<file path="src/rtl/boot_overlay_pkg.sv">
// Shared types and helpers for the boot overlay controller.
// Assumes: a single mode bit; boot mode is the reset state.
package boot_overlay_pkg;

    // Operating mode of the overlay latch
    typedef enum logic {
        MODE_RUN  = 1'b0,
        MODE_BOOT = 1'b1
    } ovl_mode_t;

    // Convert a half-period length in clocks to a down-counter reload value
    function automatic int unsigned half_to_load(input int unsigned half);
        return (half == 0) ? 0 : half - 1;
    endfunction

endpackage

</file>
<file path="src/rtl/ovl_mode_latch.sv">
// Mode latch: one flip-flop that holds boot or run mode.
// Does: enters boot on reset and clears only at a CPU cycle end, on a
// write cycle that selects the control location.
// Assumes: rw and clr_sel are stable for the whole CPU cycle.
module ovl_mode_latch
    import boot_overlay_pkg::*;
(
    input  logic      clk,
    input  logic      rst_n,
    input  logic      cyc_end,
    input  logic      rw,
    input  logic      clr_sel,
    output ovl_mode_t mode_q,
    output ovl_mode_t mode_d
);

    logic clear_hit;

    // Qualify the clear: boot mode, write cycle, control location, cycle end
    always_comb begin
        clear_hit = (mode_q == MODE_BOOT) && cyc_end && clr_sel && !rw;
    end

    // Next mode: run once cleared, otherwise hold
    always_comb begin
        mode_d = clear_hit ? MODE_RUN : mode_q;
    end

    // Mode flip-flop with reset into boot mode
    always_ff @(posedge clk) begin
        if (!rst_n) begin
            mode_q <= MODE_BOOT;
        end else begin
            mode_q <= mode_d;
        end
    end

endmodule

</file>
<file path="src/rtl/ovl_rate_div.sv">
// Loadable clock divider for the CPU clock.
// Does: counts a half period down from the reload value, then toggles the
// CPU clock. The reload value comes from the mode that will hold after
// this edge, so a mode change and the rate change share one boundary.
// Assumes: SLOW_HALF and FAST_HALF are at least 1 and fit in CNT_W bits.
module ovl_rate_div
    import boot_overlay_pkg::*;
#(
    parameter int unsigned CNT_W     = 4,
    parameter int unsigned SLOW_HALF = 4,
    parameter int unsigned FAST_HALF = 1
) (
    input  logic             clk,
    input  logic             rst_n,
    input  ovl_mode_t        mode_q,
    input  ovl_mode_t        mode_d,
    output logic             phi,
    output logic             cyc_end,
    output logic [CNT_W-1:0] load_cur
);

    localparam logic [CNT_W-1:0] SlowLoad = CNT_W'(half_to_load(SLOW_HALF));
    localparam logic [CNT_W-1:0] FastLoad = CNT_W'(half_to_load(FAST_HALF));

    logic [CNT_W-1:0] cnt_q;
    logic [CNT_W-1:0] load_next;
    logic             half_done;

    // Reload for the upcoming half period and for the present mode
    always_comb begin
        load_next = (mode_d == MODE_BOOT) ? SlowLoad : FastLoad;
        load_cur  = (mode_q == MODE_BOOT) ? SlowLoad : FastLoad;
    end

    // Terminal count and end of a full CPU cycle (high phase finishing)
    always_comb begin
        half_done = (cnt_q == '0);
        cyc_end   = half_done && phi;
    end

    // Half-period down-counter and CPU clock phase
    always_ff @(posedge clk) begin
        if (!rst_n) begin
            cnt_q <= SlowLoad;
            phi   <= 1'b0;
        end else if (half_done) begin
            cnt_q <= load_next;
            phi   <= ~phi;
        end else begin
            cnt_q <= cnt_q - 1'b1;
        end
    end

endmodule

</file>
<file path="src/rtl/ovl_mem_steer.sv">
// Memory steering for the overlay.
// Does: drives the ROM address and the ROM/RAM enables from the mode. ROM
// answers every read in boot mode (it repeats across the space) and RAM
// answers in run mode. Writes strobe RAM during the high CPU phase.
// Assumes: ROM_AW <= ADDR_W.
module ovl_mem_steer
    import boot_overlay_pkg::*;
#(
    parameter int unsigned ADDR_W = 10,
    parameter int unsigned ROM_AW = 8
) (
    input  ovl_mode_t         mode_q,
    input  logic              phi,
    input  logic              rw,
    input  logic [ADDR_W-1:0] addr,
    output logic [ROM_AW-1:0] rom_addr,
    output logic              rom_oe_n,
    output logic              ram_oe_n,
    output logic              ram_we_n
);

    // ROM sees only its own address lines, so it repeats across the space
    always_comb begin
        rom_addr = addr[ROM_AW-1:0];
    end

    // Upper address bits play no part in selection
    generate
        if (ROM_AW < ADDR_W) begin : g_hi
            logic unused_addr_hi;
            always_comb unused_addr_hi = ^addr[ADDR_W-1:ROM_AW];
        end
    endgenerate

    // Enables: the mode bit drives ROM and its complement drives RAM
    always_comb begin
        rom_oe_n = (mode_q != MODE_BOOT);
        ram_oe_n = (mode_q == MODE_BOOT);
        ram_we_n = !(phi && !rw);
    end

endmodule

</file>
<file path="src/rtl/boot_overlay_ctrl.sv">
// Boot overlay controller (top).
// Does: ties the mode latch, the clock divider and the memory steering
// together. Reset puts the block in boot mode (slow clock, ROM reads, RAM
// writes). A clear write switches to run mode (fast clock, RAM only) at
// the end of that CPU cycle.
// Assumes: addr, rw and clr_sel change only just after cpu_clk falls.
module boot_overlay_ctrl
    import boot_overlay_pkg::*;
#(
    parameter int unsigned ADDR_W    = 10,
    parameter int unsigned ROM_AW    = 8,
    parameter int unsigned CNT_W     = 4,
    parameter int unsigned SLOW_HALF = 4,
    parameter int unsigned FAST_HALF = 1
) (
    input  logic              clk,
    input  logic              rst_n,
    input  logic [ADDR_W-1:0] addr,
    input  logic              rw,
    input  logic              clr_sel,
    output logic              cpu_clk,
    output logic [ROM_AW-1:0] rom_addr,
    output logic              rom_oe_n,
    output logic              ram_oe_n,
    output logic              ram_we_n,
    output logic [CNT_W-1:0]  div_load
);

    ovl_mode_t mode_q;
    ovl_mode_t mode_d;
    logic      cyc_end;

    ovl_mode_latch u_latch (
        .clk     (clk),
        .rst_n   (rst_n),
        .cyc_end (cyc_end),
        .rw      (rw),
        .clr_sel (clr_sel),
        .mode_q  (mode_q),
        .mode_d  (mode_d)
    );

    ovl_rate_div #(
        .CNT_W     (CNT_W),
        .SLOW_HALF (SLOW_HALF),
        .FAST_HALF (FAST_HALF)
    ) u_div (
        .clk      (clk),
        .rst_n    (rst_n),
        .mode_q   (mode_q),
        .mode_d   (mode_d),
        .phi      (cpu_clk),
        .cyc_end  (cyc_end),
        .load_cur (div_load)
    );

    ovl_mem_steer #(
        .ADDR_W (ADDR_W),
        .ROM_AW (ROM_AW)
    ) u_steer (
        .mode_q   (mode_q),
        .phi      (cpu_clk),
        .rw       (rw),
        .addr     (addr),
        .rom_addr (rom_addr),
        .rom_oe_n (rom_oe_n),
        .ram_oe_n (ram_oe_n),
        .ram_we_n (ram_we_n)
    );

endmodule

</file>
<file path="config.mk">
export PLATFORM = sky130hd
export DESIGN_NAME = boot_overlay_ctrl
export DESIGN_NICKNAME = d
export VERILOG_FILES = /design/src/rtl/boot_overlay_pkg.sv /design/src/rtl/ovl_mode_latch.sv /design/src/rtl/ovl_rate_div.sv /design/src/rtl/ovl_mem_steer.sv /design/src/rtl/boot_overlay_ctrl.sv
export SDC_FILE = /design/constraint.sdc
export NUM_CORES = 1
export LEC_CHECK = 0
export BUFFER_PORTS_ARGS = -buffer_cell sky130_fd_sc_hd__buf_2
export CORE_AREA = 4 4 41 43
export CTS_CLUSTER_DIAMETER = 120
export DETAILED_ROUTE_END_ITERATION = 10
export DIE_AREA = 0 0 45 47
export PLACE_DENSITY_LB_ADDON = 0.08
export RECOVER_POWER = 50
export SLEW_MARGIN = 20
export SYNTH_ARGS = -nofsm -noshare
export SYNTH_HDL_FRONTEND = slang
export SYNTH_SLANG_ARGS = --single-unit
export TNS_END_PERCENT = 10
</file>
<file path="constraint.sdc">
create_clock -name clk -period 1.4 [get_ports clk]
set_input_delay 0.07 -clock clk [delete_from_list [all_inputs] [get_ports clk]]
set_output_delay 0.07 -clock clk [all_outputs]
set_load 0.005 [all_outputs]
</file>
==> metrics.md <==
| Metric | Value |
|---|---|
| # hold bufs at CTS | 0 |
| Initial Utilization | 0.288 |
| Fin. Hold Viols | 0 |
| Register area share after synthesis | 0.320 |
| Max capacitance violation total | 0 |
| WL final | 691 um |
| NumNets Final | 63 |
| Worst hold path depth | 2 |
| Storage cell area | 120 sq um |
| Fill cell count | ~150 |
| Root Buffer | clkbuf_4 |
| Slowest-stage cell, CP | dfxtp_1 |
| Finished Cell Area | roughly 380 sq um |
| Placed cell area | between 300 and 400 sq um |
| Largest net degree at the start of global routing | 8 |
| Area of the multi-input gates | 150 sq um |
| Top post-synthesis cells by area | dfxtp_1 (32%), buf_4 (24%), ha_1 (6.7%) |
| Final critical-path share of the clock period | 0.893 |
| Fin cells | 60 |
| Ys flop type | dfxtp_1 |
| Gr usage total | 0.0822 |
| Final worst slack | approximately 0.15 ns |
| IO buf count | 9 |
| N_diodes | 0 |
| Total power | 0.475 mW |
| WP data arrival | around 1.4 ns |
| Site row count | 13 |
| CTS clk-pin slew, worst paths | 0.04 ns |
| Core Region | around 0.0013 sq mm |
| Leakage | 0.194 nW |
| DRC viols | 0 |
| PostCTS Resize Cnt | 0 |
| CP max stage delay | 0.31 ns |
| Vias per inst | between 4 and 5 |
| Reg2Reg Depth | 5 |
| Layout cells sized above 1 | 0.289 |
| Critical Path, Cell by Cell | inv_1, ha_1, nor3b_2, xor2_1, and2_1 |
| Final HPWL DP | between 500 and 600 um |
| Post-route ant nets | 0 |
| DIE HEIGHT | 47 um |
| Vias in the first global route | between 200 and 300 |
| Min Tclk post-route | 1.25 ns |
| Syn avg cell area | 8.53 sq um |
| Insertion delay to the later sink of the worst-skew pair | 0.24 ns |
| Cell area power density | ~1300 mW/mm^2 |
| Worst setup SP type | flop |
| Bufs on Longest Clock Path | 2 |
| Min-Delay Path Class | primary input to flop |
| Post-synth EDFFs | 0 |
| Crit-path leading delay family | simple AND/OR/NAND/NOR gates |
| Setup Buffers After CTS | 0 |
| Initial antenna violation count | 0 |
| CTS HTree Levels | 1 |
| DR WL/cell | 11.5 um |
| Share of the synthesized area in the top cell type | 0.320 |
| Top-count cell post-synth | buf_4 |
| First-pass GRT wire length | 1.20 mm |
| CP max FO | 4 |
| I/O Pins | 30 |
| Cell count after synthesis | 44 |
| Synthesized area | 375 sq um |
| Cell taking the most area after synthesis | dfxtp_1 |
| Total number of yosys warnings | 0 |
| Vias | 256 |
| Routability cong. | 0.635 |
| DR iter-0 viols | 0 |
| Setup violators final | 0 |
| FFs w/ async S/R, synth | 0 |
| Synth cell count leaders | buf_4 (12), dfxtp_1 (6), inv_1 (5) |
| P&R area growth vs syn | 0% |
| Fmax | 800 MHz |
| # placed instances | 57 |
| DRT Pass-1 Iters | 1 |
| Buf/Inv on CP | 1 |
| Width of the die | 45 um |
| Max Slew Vio Count | 0 |
| Status | completed |
| Netlist cell types | 19 |
| #FFs+latches synth | 6 |
| Crit. End Element | flop |
| Skew final | 0.00214 ns |
| Clk sinks | 6 |
| RSZ-0062 raised after global routing | no |
| CP required | 1.53 ns |
| Crit Path Class | flop to flop |
| Setup slack at placement | 0.146 ns |
| Die Area | approximately 0.0021 sq mm |
| Setup TNS | 0 ns |
| TritonCTS Buffers | 3 |
| Worst VDD drop | 342 uV |
| CTS tree | yes |
| Crit path depth | 5 |
| Total global routing overflow | 0 |
[logic make-up after synthesis]
kind of cell | Yosys count | synth area share
compound gates | 6 | 0.123
xor+xnor | 1 | 0.0233
fa+ha+maj | 2 | 0.0667
buf+inv | 17 | 0.290
flops | 6 | 0.320
other cells | 1 | 0.00999
simple gates | 11 | 0.167
[power breakdown]
group / switching, mW / total [mW] / internal, mW
Clock: 0.0585 / 0.155 / 0.0967
Sequential: 0.0248 / 0.224 / 0.199
Combinational: 0.0497 / 0.0959 / 0.0463
[layer usage]
layer,routed length (um),up-vias,track usage
li1,-,133,-
met1,280,108,0.0866
met2,315,11,0.107
met3,86,4,0.0498
met4,8,0,0.0877
met5,0,-,0
[layout by cell type (no fill, tap or decap), drive strengths merged]
cell type	count
conb	2
nand2b	1
nor3	1
and2	1
nand2	2
nor3b	1
clkbuf	3
ha	2
o21a	1
nor2	2
buf	9
dfxtp	6
nand3	2
o21ai	1
inv	5
o41ai	1
xor2	1
o211a	1
nand3b	1
o211ai	2
[stage by stage]
stage	util	hold WS, ns
after floorplan	-	0.132
after global placement	0.271	0.140
after detailed placement	0.271	0.140
after CTS	0.288	0.0526
after global routing	0.288	0.0648
final	0.288	0.0610
[worst paths after layout]
| path | to | slack (ns) | from |
|---|---|---|---|
| setup reg to reg | u_div.phi$_SDFFE_PN0N_ | 0.15 | u_div.cnt_q[0]$_SDFF_PN1_ |
| hold reg to reg | u_latch.mode_q$_SDFF_PN1_ | 0.50 | u_latch.mode_q$_SDFF_PN1_ |
| setup / recovery | u_div.phi$_SDFFE_PN0N_ | 0.15 | u_div.cnt_q[0]$_SDFF_PN1_ |
| hold / removal | u_latch.mode_q$_SDFF_PN1_ | 0.06 | rst_n |
[final cells by class]
type,count,area share
clock buffer,3,0.0600
inverter,5,0.0500
multi-input combinational,22,0.400
sequential,6,0.320
tap,15,0.0500
timing repair buffer,9,0.120
[flip-flops by register name (all words and copies together) (netlist names)]
| signal | flops |
|---|---|
| u_div.phi | 1 |
| u_div.cnt_q | 4 |
| u_latch.mode_q | 1 |
Note: power is estimated with default switching activity, not from simulation.
